File: config.mk
export PLATFORM = sky130hd
export DESIGN_NAME = rename_map_hist
export DESIGN_NICKNAME = d
export VERILOG_FILES = /design/src/rtl/rmh_pkg.sv /design/src/rtl/rmh_free_list.sv /design/src/rtl/rmh_history.sv /design/src/rtl/rmh_map_sb.sv /design/src/rtl/rename_map_hist.sv
export SDC_FILE = /design/constraint.sdc
export NUM_CORES = 1
export LEC_CHECK = 0
export BUFFER_PORTS_ARGS = -buffer_cell sky130_fd_sc_hd__buf_2
export CORE_MARGIN = 5
export CORE_UTILIZATION = 40
export DETAILED_ROUTE_END_ITERATION = 7
export HOLD_SLACK_MARGIN = 0.02
export SYNTH_ARGS = -nofsm -noshare
export SYNTH_HDL_FRONTEND = slang
export SYNTH_HIERARCHICAL = 1
export SYNTH_SLANG_ARGS = --single-unit
export TNS_END_PERCENT = 30
File: constraint.sdc
create_clock -name clk -period 17.57 [get_ports clk]
set_clock_uncertainty 0.15 [all_clocks]
set_input_delay 2.6355 -clock clk [delete_from_list [all_inputs] [get_ports clk]]
set_output_delay 2.6355 -clock clk [all_outputs]
set_load 0.03 [all_outputs]
File: src/rtl/rmh_pkg.sv
`timescale 1ns/1ps
package rmh_pkg;
  typedef enum logic [1:0] {
    WALK_IDLE   = 2'd0,
    WALK_SQUASH = 2'd1,
    WALK_COMMIT = 2'd2
  } walk_e;
endpackage

File: src/rtl/rmh_free_list.sv
`timescale 1ns/1ps
module rmh_free_list #(
  parameter int PHYS_REGS = 16,
  parameter int ARCH_REGS = 8,
  localparam int PW = $clog2(PHYS_REGS)
) (
  input  logic          clk,
  input  logic          rst_n,
  input  logic          alloc_en,
  input  logic          free_en,
  input  logic [PW-1:0] free_idx,
  output logic [PW-1:0] alloc_idx,
  output logic [PW:0]   avail_cnt
);
  localparam logic [PHYS_REGS-1:0] INIT_MASK = {PHYS_REGS{1'b1}} << ARCH_REGS;

  logic [PHYS_REGS-1:0] pool_q, pool_d;

  always_comb begin
    alloc_idx = '0;
    avail_cnt = '0;
    for (int i = PHYS_REGS - 1; i >= 0; i--) begin
      if (pool_q[i]) alloc_idx = PW'(i);
    end
    for (int i = 0; i < PHYS_REGS; i++) begin
      avail_cnt = avail_cnt + (PW+1)'(pool_q[i]);
    end
  end

  always_comb begin
    pool_d = pool_q;
    if (alloc_en) pool_d[alloc_idx] = 1'b0;
    if (free_en)  pool_d[free_idx]  = 1'b1;
  end

  always_ff @(posedge clk or negedge rst_n) begin
    if (!rst_n)                  pool_q <= INIT_MASK;
    else if (alloc_en || free_en) pool_q <= pool_d;
  end
endmodule

File: src/rtl/rmh_history.sv
`timescale 1ns/1ps
module rmh_history #(
  parameter int DEPTH = 16,
  parameter int SEQ_W = 8,
  parameter int AW    = 3,
  parameter int PW    = 4,
  localparam int HW   = $clog2(DEPTH)
) (
  input  logic             clk,
  input  logic             rst_n,
  input  logic             push_en,
  input  logic [SEQ_W-1:0] push_seq,
  input  logic [AW-1:0]    push_arch,
  input  logic [PW-1:0]    push_new,
  input  logic [PW-1:0]    push_prev,
  input  logic             pop_new_en,
  input  logic             pop_old_en,
  output logic [SEQ_W-1:0] new_seq,
  output logic [AW-1:0]    new_arch,
  output logic [PW-1:0]    new_new,
  output logic [PW-1:0]    new_prev,
  output logic [SEQ_W-1:0] old_seq,
  output logic [PW-1:0]    old_new,
  output logic [PW-1:0]    old_prev,
  output logic [HW:0]      cnt,
  output logic             full
);
  logic [SEQ_W-1:0] seq_m  [DEPTH];
  logic [AW-1:0]    arch_m [DEPTH];
  logic [PW-1:0]    new_m  [DEPTH];
  logic [PW-1:0]    prev_m [DEPTH];
  logic [HW-1:0]    wr_q, rd_q, wr_d, rd_d, top_idx;
  logic [HW:0]      cnt_q, cnt_d;

  function automatic logic [HW-1:0] step_up(input logic [HW-1:0] p);
    return (int'(p) == DEPTH - 1) ? '0 : p + 1'b1;
  endfunction
  function automatic logic [HW-1:0] step_dn(input logic [HW-1:0] p);
    return (p == '0) ? HW'(DEPTH - 1) : p - 1'b1;
  endfunction

  assign top_idx  = step_dn(wr_q);
  assign new_seq  = seq_m[top_idx];
  assign new_arch = arch_m[top_idx];
  assign new_new  = new_m[top_idx];
  assign new_prev = prev_m[top_idx];
  assign old_seq  = seq_m[rd_q];
  assign old_new  = new_m[rd_q];
  assign old_prev = prev_m[rd_q];
  assign cnt      = cnt_q;
  assign full     = (int'(cnt_q) == DEPTH);

  always_comb begin
    wr_d  = wr_q;
    rd_d  = rd_q;
    cnt_d = cnt_q;
    if (push_en)    begin wr_d = step_up(wr_q); cnt_d = cnt_d + 1'b1; end
    if (pop_new_en) begin wr_d = step_dn(wr_q); cnt_d = cnt_d - 1'b1; end
    if (pop_old_en) begin rd_d = step_up(rd_q); cnt_d = cnt_d - 1'b1; end
  end

  always_ff @(posedge clk or negedge rst_n) begin
    if (!rst_n) begin
      wr_q  <= '0;
      rd_q  <= '0;
      cnt_q <= '0;
    end else if (push_en || pop_new_en || pop_old_en) begin
      wr_q  <= wr_d;
      rd_q  <= rd_d;
      cnt_q <= cnt_d;
    end
  end

  always_ff @(posedge clk) begin
    if (push_en) begin
      seq_m[wr_q]  <= push_seq;
      arch_m[wr_q] <= push_arch;
      new_m[wr_q]  <= push_new;
      prev_m[wr_q] <= push_prev;
    end
  end
endmodule

File: src/rtl/rmh_map_sb.sv
`timescale 1ns/1ps
module rmh_map_sb #(
  parameter int ARCH_REGS = 8,
  parameter int PHYS_REGS = 16,
  localparam int AW = $clog2(ARCH_REGS),
  localparam int PW = $clog2(PHYS_REGS)
) (
  input  logic                 clk,
  input  logic                 rst_n,
  input  logic                 map_wr_en,
  input  logic [AW-1:0]        map_wr_arch,
  input  logic [PW-1:0]        map_wr_phys,
  input  logic [AW-1:0]        rd_a_arch,
  output logic [PW-1:0]        rd_a_phys,
  input  logic [AW-1:0]        rd_b_arch,
  output logic [PW-1:0]        rd_b_phys,
  input  logic                 rdy_clr_en,
  input  logic [PW-1:0]        rdy_clr_idx,
  input  logic                 rdy_set_en,
  input  logic [PW-1:0]        rdy_set_idx,
  output logic [PHYS_REGS-1:0] ready_vec
);
  logic [PW-1:0]        map_q [ARCH_REGS];
  logic [PHYS_REGS-1:0] rdy_q, rdy_d;

  assign rd_a_phys = map_q[rd_a_arch];
  assign rd_b_phys = map_q[rd_b_arch];
  assign ready_vec = rdy_q;

  always_ff @(posedge clk or negedge rst_n) begin
    if (!rst_n) begin
      for (int i = 0; i < ARCH_REGS; i++) map_q[i] <= PW'(i);
    end else if (map_wr_en) begin
      map_q[map_wr_arch] <= map_wr_phys;
    end
  end

  always_comb begin
    rdy_d = rdy_q;
    if (rdy_set_en) rdy_d[rdy_set_idx] = 1'b1;
    if (rdy_clr_en) rdy_d[rdy_clr_idx] = 1'b0;
  end

  always_ff @(posedge clk or negedge rst_n) begin
    if (!rst_n)                      rdy_q <= '1;
    else if (rdy_set_en || rdy_clr_en) rdy_q <= rdy_d;
  end
endmodule

File: src/rtl/rename_map_hist.sv
`timescale 1ns/1ps
module rename_map_hist
  import rmh_pkg::*;
#(
  parameter int ARCH_REGS  = 8,
  parameter int PHYS_REGS  = 16,
  parameter int HIST_DEPTH = 16,
  parameter int SEQ_W      = 8,
  localparam int AW = $clog2(ARCH_REGS),
  localparam int PW = $clog2(PHYS_REGS),
  localparam int HW = $clog2(HIST_DEPTH)
) (
  input  logic             clk,
  input  logic             rst_n,
  input  logic [AW-1:0]    src_arch,
  output logic [PW-1:0]    src_phys,
  output logic             src_ready,
  input  logic             ren_valid,
  input  logic             ren_has_dst,
  input  logic [AW-1:0]    ren_dst_arch,
  input  logic [SEQ_W-1:0] ren_seq,
  output logic             ren_ok,
  output logic [PW-1:0]    ren_phys,
  output logic [PW-1:0]    ren_prev,
  output logic             cannot_rename,
  input  logic             wb_valid,
  input  logic [PW-1:0]    wb_phys,
  input  logic             squash_valid,
  input  logic [SEQ_W-1:0] squash_seq,
  input  logic             commit_valid,
  input  logic [SEQ_W-1:0] commit_seq,
  output logic             busy
);
  walk_e            walk_q, walk_d;
  logic [SEQ_W-1:0] walk_seq_q, walk_seq_d;

  logic [PW-1:0]    alloc_idx;
  logic [PW:0]      avail_cnt;
  logic [SEQ_W-1:0] new_seq, old_seq;
  logic [AW-1:0]    new_arch;
  logic [PW-1:0]    new_new, new_prev, old_new, old_prev;
  logic [HW:0]      hist_cnt;
  logic             hist_full;
  logic [PHYS_REGS-1:0] ready_vec;

  logic needs_alloc, ren_alloc, sq_hit, cm_hit, pop_new, pop_old;
  logic restore, free_en, map_wr_en;
  logic [PW-1:0] free_idx;
  logic [AW-1:0] map_wr_arch;
  logic [PW-1:0] map_wr_phys;

  assign busy          = (walk_q != WALK_IDLE);
  assign needs_alloc   = ren_has_dst && (ren_dst_arch != '0);
  assign cannot_rename = ren_valid && ren_has_dst &&
                         (hist_full || (needs_alloc && avail_cnt == '0));
  assign ren_ok        = ren_valid && !busy && !squash_valid && !commit_valid && !cannot_rename;
  assign ren_alloc     = ren_ok && needs_alloc;
  assign ren_phys      = needs_alloc ? alloc_idx : ren_prev;
  assign src_ready     = ready_vec[src_phys];

  assign sq_hit  = (hist_cnt != '0) && (new_seq > walk_seq_q);
  assign cm_hit  = (hist_cnt != '0) && (old_seq <= walk_seq_q);
  assign pop_new = (walk_q == WALK_SQUASH) && sq_hit;
  assign pop_old = (walk_q == WALK_COMMIT) && cm_hit;
  assign restore = pop_new && (new_new != new_prev);
  assign free_en = restore || (pop_old && (old_new != old_prev));
  assign free_idx = pop_new ? new_new : old_prev;

  assign map_wr_en   = ren_alloc || restore;
  assign map_wr_arch = ren_alloc ? ren_dst_arch : new_arch;
  assign map_wr_phys = ren_alloc ? alloc_idx : new_prev;

  always_comb begin
    walk_d     = walk_q;
    walk_seq_d = walk_seq_q;
    unique case (walk_q)
      WALK_IDLE: begin
        if (squash_valid) begin
          walk_d = WALK_SQUASH; walk_seq_d = squash_seq;
        end else if (commit_valid) begin
          walk_d = WALK_COMMIT; walk_seq_d = commit_seq;
        end
      end
      WALK_SQUASH: if (!sq_hit) walk_d = WALK_IDLE;
      WALK_COMMIT: if (!cm_hit) walk_d = WALK_IDLE;
      default:     walk_d = WALK_IDLE;
    endcase
  end

  always_ff @(posedge clk or negedge rst_n) begin
    if (!rst_n) begin
      walk_q     <= WALK_IDLE;
      walk_seq_q <= '0;
    end else begin
      walk_q     <= walk_d;
      walk_seq_q <= walk_seq_d;
    end
  end

  rmh_free_list #(.PHYS_REGS(PHYS_REGS), .ARCH_REGS(ARCH_REGS)) u_free (
    .clk(clk), .rst_n(rst_n), .alloc_en(ren_alloc), .free_en(free_en),
    .free_idx(free_idx), .alloc_idx(alloc_idx), .avail_cnt(avail_cnt)
  );

  rmh_history #(.DEPTH(HIST_DEPTH), .SEQ_W(SEQ_W), .AW(AW), .PW(PW)) u_hist (
    .clk(clk), .rst_n(rst_n),
    .push_en(ren_ok && ren_has_dst), .push_seq(ren_seq), .push_arch(ren_dst_arch),
    .push_new(ren_phys), .push_prev(ren_prev),
    .pop_new_en(pop_new), .pop_old_en(pop_old),
    .new_seq(new_seq), .new_arch(new_arch), .new_new(new_new), .new_prev(new_prev),
    .old_seq(old_seq), .old_new(old_new), .old_prev(old_prev),
    .cnt(hist_cnt), .full(hist_full)
  );

  rmh_map_sb #(.ARCH_REGS(ARCH_REGS), .PHYS_REGS(PHYS_REGS)) u_map (
    .clk(clk), .rst_n(rst_n),
    .map_wr_en(map_wr_en), .map_wr_arch(map_wr_arch), .map_wr_phys(map_wr_phys),
    .rd_a_arch(src_arch), .rd_a_phys(src_phys),
    .rd_b_arch(ren_dst_arch), .rd_b_phys(ren_prev),
    .rdy_clr_en(ren_alloc), .rdy_clr_idx(alloc_idx),
    .rdy_set_en(wb_valid), .rdy_set_idx(wb_phys),
    .ready_vec(ready_vec)
  );
endmodule

* Yosys cells after proc, flatten, opt, wreduce, memory -nomap -nowiden
Memory sizes are Yosys's and may differ from the RTL's.
Cells that the tools add are included.
** Storage, ports and cells
- Latch bits :: 0
- ROM bits :: 0
- Input bits :: 41
- Memories kept :: 4
- Bits in writable memories :: 304
- Logic and storage cells :: 172
- Flip-flop bits (word level) :: 87
- Output and inout port bits :: 16
** Memory list
- u_hist.seq_m :: words 16, width 8, read ports 2, clocked after Yosys merged registers in 0, write ports 1, line rmh_history.sv:28 : logic [SEQ_W-1:0] seq_m [DEPTH];
- u_hist.new_m :: words 16, width 4, read ports 2, clocked after Yosys merged registers in 0, write ports 1, line rmh_history.sv:30 : logic [PW-1:0] new_m [DEPTH];
- u_hist.prev_m :: words 16, width 4, read ports 2, clocked after Yosys merged registers in 0, write ports 1, line rmh_history.sv:31 : logic [PW-1:0] prev_m [DEPTH];
- u_hist.arch_m :: words 16, width 3, read ports 1, clocked after Yosys merged registers in 0, write ports 1, line rmh_history.sv:29 : logic [AW-1:0] arch_m [DEPTH];
** Operators by class
- Div/mod/pow operators :: 0
- Order comparisons :: 13
- Shift-type cells :: 0
- Reduce and logical (&&, ||, !) cells :: 43
- $mul :: 0
- Add/subtract/negate cells :: 21
- Muxes and demuxes :: 58
- Bitwise gates (word level) :: 8
- Equal/unequal tests :: 10
** Operators by type and width (number)
- $mux W4 :: 29
- $add A5 B1 Y5 :: 14
- $mux W16 :: 4
- $and A16 B16 Y16 :: 2
- $bwmux W32 :: 1
- $or A16 B16 Y16 :: 2
- $bmux W4 S3 :: 2
- $logic_and A1 B1 Y1 :: 20
- $lt A4 B5 Y1 const B :: 4
- $mux W8 :: 2
- $not A16 Y16 :: 1
- $mux W5 :: 3
- $demux W1 S4 :: 3
- $demux W4 S3 :: 1
- $ge A4 B1 Y1 const B :: 3
- $ge A4 B4 Y1 const B :: 3
- $not A3 Y4 :: 3
- $sub A5 B1 Y5 const B :: 2
- $add A4 B1 Y4 const B :: 2
- $eq A4 B1 Y1 const B :: 2
- $gt A8 B8 Y1 :: 1
- $le A8 B8 Y1 :: 1
- $mux W2 :: 4
- $ne A4 B4 Y1 :: 2
- 23 further kinds :: 42

* Longest topological paths before layout
- Depth in word-level cells :: 29
- Depth in mapped cells :: 23

* Cells and area by module
Netlist, hierarchy kept.
** By module, submodules not included
- rmh_history :: area an instance 14470.1 um^2, sequential area each 9454.1 um^2, cells an instance 755, instances 1
- rmh_map_sb :: area an instance 2421.1 um^2, sequential area each 1236.2 um^2, cells an instance 165, instances 1
- rename_map_hist :: area an instance 1337.5 um^2, sequential area each 250.2 um^2, cells an instance 145, instances 1
- rmh_free_list :: area an instance 1277.5 um^2, sequential area each 410.4 um^2, cells an instance 140, instances 1

* Least setup slack after synthesis
No wires, ideal clock.
- Kind :: input -> output
- Start :: input src_arch[0]
- End :: output src_ready
- Arrival :: 4.726 ns
- Path buffers :: 1
- Slack :: 10.058 ns
- Stages on the path :: 5
- Data required time :: 14.785 ns
- Cells stage by stage :: buf_4 -> mux4_2 -> mux2_2 -> mux4_2 -> mux4_2
** Between the ends
- Word-level cells in the longest chain between the ends :: 6
** Ends and longest elaborated chain
- from (decl) :: line rename_map_hist.sv:15 : input logic [AW-1:0] src_arch,
- $not A3 Y4 (implied by the code) :: line rmh_map_sb.sv:26 : assign rd_a_phys = map_q[rd_a_arch];
- $bmux W4 S3 :: line rmh_map_sb.sv:26
- $mux W4 (implied by the code) (2 in series) :: line rmh_map_sb.sv:26
- via src_phys[0] :: line rename_map_hist.sv:16 : output logic [PW-1:0] src_phys,
- $bmux W1 S4 :: line rename_map_hist.sv:59 : assign src_ready = ready_vec[src_phys];
- $mux W1 (implied by the code) :: line rename_map_hist.sv:59
- to (decl) :: line rename_map_hist.sv:17 : output logic src_ready,
The timed path passes the listed nets, and every way through them passes these cells. The select of a mux whose other input is x is not followed.

* Final worst setup path
- Start :: register u_free.pool_q[9]
- End :: output cannot_rename
** Between the ends
- Word-level cells in the longest chain between the ends :: 11
** Ends and longest elaborated chain
- from (decl) :: line rmh_free_list.sv:17 : logic [PHYS_REGS-1:0] pool_q, pool_d;
- from (signal assigned) :: line rmh_free_list.sv:38 : else if (alloc_en || free_en) pool_q <= pool_d;
- $add A5 B1 Y5 (7 in series) :: line rmh_free_list.sv:26 : avail_cnt = avail_cnt + (PW+1)'(pool_q[i]);
- via avail_cnt[2] :: line rename_map_hist.sv:38 : logic [PW:0] avail_cnt;
- $logic_not A5 Y1 :: line rename_map_hist.sv:55 : (hist_full || (needs_alloc && avail_cnt == '0));
- $logic_and A1 B1 Y1 :: line rename_map_hist.sv:55
- $logic_or A1 B1 Y1 :: line rename_map_hist.sv:55
- $logic_and A1 B1 Y1 :: line rename_map_hist.sv:54 : assign cannot_rename = ren_valid && ren_has_dst &&
- to (decl) :: line rename_map_hist.sv:25 : output logic cannot_rename,
The timed path passes the listed nets, and every way through them passes these cells.

==> implementation parameters <==
Parameter                              Value

GRT
  Vias in the first global route ... 11800
  Wire length of the first global-routing pass ... approximately 76 mm
  Aggregate global routing overflow ... 0
  Overall global routing resource usage ... 18.9%
  Largest net degree at the start of global routing ... between 70 and 80
  Number of antenna violations at the first check in global routing ... 0

Die
  Top-level I/O count ... 57
  Die height ... 231 um
  Placeable core region ... 48500 um2
  Standard-cell row count ... 81
  Die boundary width ... 231 um
  Effective utilization at floorplan ... 40.2%
  Area of the die ... roughly 53000 um2

Synthesis
  Synth top area share ... 46.8%
  Dominant cell by count in the synthesized netlist ... sky130_fd_sc_hd__edfxtp_1
  Post-synth EDFFs ... 304
  Part of the Yosys area used for sequential elements ... about three fifths
  Post-Synthesis Mean Instance Area ... 16.2 um2
  Post-synth cell types ... 72
  Most instantiated cells after synthesis ... sky130_fd_sc_hd__edfxtp_1 (304), sky130_fd_sc_hd__mux4_2 (161), sky130_fd_sc_hd__a21oi_1 (65), sky130_fd_sc_hd__nand2_1 (65), sky130_fd_sc_hd__nor2_1 (55)
  Cell area after synthesis ... 19500 um2
  Count of yosys warnings during synthesis ... 6
  Gate count after technology mapping ... 1205
  FF+latch count, synth ... 391
  Leading register cell type out of synthesis ... sky130_fd_sc_hd__edfxtp_1
  Asr flop ratio synth ... between 20% and 30%
  Leading post-synthesis cells by cell area ... sky130_fd_sc_hd__edfxtp_1 (47%), sky130_fd_sc_hd__mux4_2 (19%), sky130_fd_sc_hd__dfrtp_1 (6.5%), sky130_fd_sc_hd__dfstp_2 (4.8%), sky130_fd_sc_hd__mux2_2 (3.1%)
  Library cell occupying the most area in the post-synthesis netlist ... sky130_fd_sc_hd__edfxtp_1
  Post-Syn Nets ... 1287

Critical path
  Endpoint of the worst register-to-register path ... u_map/map_q[20]$_DFFE_PN0P_
  Highest cell delay on the worst timing path ... approximately 550 ps
  Category of the worst setup path launch point ... flip-flop
  Buf+Inv Stages, Crit Path ... 4
  Data arrival, critical path ... 4990 ps
  Crit path max-delay cell type ... sky130_fd_sc_hd__dfstp_2
  CP Data Required Time ... 14780 ps
  Category of the most critical setup path ... reg2out
  Critical Path, Cell by Cell ... inv_1 > fa_1 > fa_1 > fa_1 > fa_1 > inv_1 > ha_1 > inv_1 > fa_1 > xnor2_1 > or4_4 > nor3_1 > o21a_1 > and2_1 > buf_2
  Cell type with the highest occurrence count on the critical path ... sky130_fd_sc_hd__fa_1
  Setup slack, reg-to-reg ... ~11000 ps
  Top Family by Delay on Critical Path ... adder cells
  Crit path capture type ... output pin
  RR Startpoint ... u_hist/wr_q[2]$_DFFE_PN0P_
  Largest fanout on the critical path ... 4
  Depth of the worst register-to-register path ... 15

Power and ir drop
  Leakage power of the design ... approximately 7.6 nW
  Worst vdd ir ... 98.3 uV
  Ratio of total power to cell area ... 175 nW/um2

Clocking
  Htree depth ... 2
  Clock buffer count from CTS ... 42
  Clock sinks ... 391
  Setup bufs post-CTS ... 0
  Clock latency on the worst-skew pair ... 570 ps
  Clock transition at the registers of the reported paths ... ~60 ps
  Maximum buffer depth of the clock tree ... 3
  CTS Root Cell ... sky130_fd_sc_hd__clkbuf_16
  Number of gates resized after cts ... 0
  Clock tree from TritonCTS ... built
  Quantity of hold-fixing buffers added after cts ... 0

Run
  Maximum capacitance violations ... 0

Hold path
  Start point of the worst hold path ... u_free/pool_q[9]$_DFFE_PN1P_
  Number of cells traversed by the worst hold path ... 2
  Path category of the worst min-delay check ... reg2reg
  Endpoint, Worst Hold ... u_free/pool_q[9]$_DFFE_PN1P_

Status
  Status ... finished, final reports clean

Finish
  Number of filler instances in the final layout ... 4181
  Final Net Count ... 1354
  Final core utilization ... a little under half
  Antenna Diode Count ... 0
  Layout cells sized above 1 ... 34.2%
  Area grow syn2layout ... 12.5%

Placement
  Global placer's final weighted congestion ... around 0.84
  Worst slack, placed ... 9900 ps
  HPWL Detailed ... ~30 mm
  Port-buffer cells ... 56

STA
  Setup repair after global routing missed its margin ... false
  Final number of hold-violating endpoints ... 0
  Worst slew pin tran ... around 1100 ps
  Count of final setup violators ... 0
  Slew headroom ... 29.4%
  Min cycle time layout ... 7780 ps
  Setup slack of the critical path after layout ... 9790 ps
  Setup TNS Final ... 0 ps
  Max-slew violation count ... 0
  Post-route clock period utilization ... 44.3%
  Maximum frequency from static timing analysis ... between 0.1 and 0.15 GHz

Route
  Avg Vias per Cell ... 6.08
  Total vias in the final route ... 11725
  DR DRC count ... 0
  Average wire length per cell after detail routing ... 26.4 um
  Aggregate routed wire length ... slightly above 50 mm
  Router iterations before antenna repair ... 5
  Initial detailed-routing violation count ... 1208
  Residual antenna-violating net count after detailed routing ... 0
layout by cell type, fill, tap and decap left out, types with 25 or more instances in the layout:
cell,synthesis,layout
sky130_fd_sc_hd__o21ai_0,25,25
sky130_fd_sc_hd__buf_2,8,55
sky130_fd_sc_hd__clkbuf_16,0,43
sky130_fd_sc_hd__nand2_1,65,65
sky130_fd_sc_hd__mux2i_1,30,30
sky130_fd_sc_hd__nor2b_1,25,25
sky130_fd_sc_hd__nor2_1,55,39
sky130_fd_sc_hd__inv_1,38,38
sky130_fd_sc_hd__dfrtp_1,51,48
sky130_fd_sc_hd__a21oi_1,65,65
sky130_fd_sc_hd__mux4_2,161,161
sky130_fd_sc_hd__ha_1,31,30
sky130_fd_sc_hd__buf_4,5,30
sky130_fd_sc_hd__edfxtp_1,304,304
sky130_fd_sc_hd__dfstp_2,36,36
sky130_fd_sc_hd__mux2_2,53,53
per-stage QoR:
step,power (mW),cells,hold WS [ps],instance area (um2)
2_1_floorplan,2.50,1205,336,19500
3_3_place_gp,2.97,1850,357,20600
3_5_place_dp,2.99,1850,361,20600
4_1_cts,3.88,1927,372,21900
5_1_grt,4.06,1927,388,21900
6_report,3.85,1927,373,21900
flip-flops by register name, indices dropped and copies added, names as in the netlist, 5 cells and up:
register,cells
u_hist/seq_m,128
u_hist/new_m,64
u_hist/prev_m,64
u_hist/arch_m,48
u_map/map_q,32
u_free/pool_q,16
u_map/ready_vec,16
walk_seq_q,8
u_hist/cnt,5
cell type report:
cell class	instances	area [um2]	share of cell area, %
well taps	622	778	3.55
clock buffers	56	1160	5.28
inverters	40	153	0.696
clock inverters	21	188	0.856
repair buffers	85	500	2.28
flip-flops and latches	391	11400	51.8
multi-input cells	712	7800	35.6
cells by family after synthesis:
group | after synthesis | share of synthesized area, %
AO/OA/AOI/OAI | 182 | 6.27
multiplexers | 247 | 23.4
XOR/XNOR | 20 | 0.898
flip-flops | 391 | 58.2
buffers and inverters | 102 | 2.38
AND/OR/NAND/NOR | 222 | 5.82
adder cells (fa/ha/maj) | 41 | 3.01
where the power goes:
group / switching, mW / leakage [nW] / internal, mW
Sequential: 0.118 / 3.74 / 1.12
Combinational: 0.977 / 3.18 / 0.763
Clock: 0.366 / 0.663 / 0.509
Total: 1.46 / 7.58 / 2.39
worst min-delay path, delay by kind of cell, from the launching register on:
kind / cells / cell delay (ps)
AOI/OAI and AO/OA: 2 / 130
DFF: 1 / 380
worst max path at each step:
stage | to | depth (start not counted) | slack [ps] | start
finish | cannot_rename | 15 | 9790 | u_free/pool_q[9]$_DFFE_PN1P_
global route | cannot_rename | 15 | 9500 | u_free/pool_q[9]$_DFFE_PN1P_
CTS | cannot_rename | 15 | 9720 | u_free/pool_q[9]$_DFFE_PN1P_
detailed placement | src_ready | 6 | 9900 | src_arch[0]
global placement | src_ready | 6 | 9910 | src_arch[0]
floorplan | src_ready | 5 | 10060 | src_arch[0]
layer usage:
metal | up-vias | wire, um | GRT usage (%)
met5 | - | 0 | 0
met1 | 6146 | 21400 | 26.6
met2 | 506 | 24400 | 30.3
met3 | 62 | 4200 | 3.96
met4 | 0 | 870 | 5.05
li1 | 5011 | - | -
Note: power is estimated with default switching activity, not from simulation.
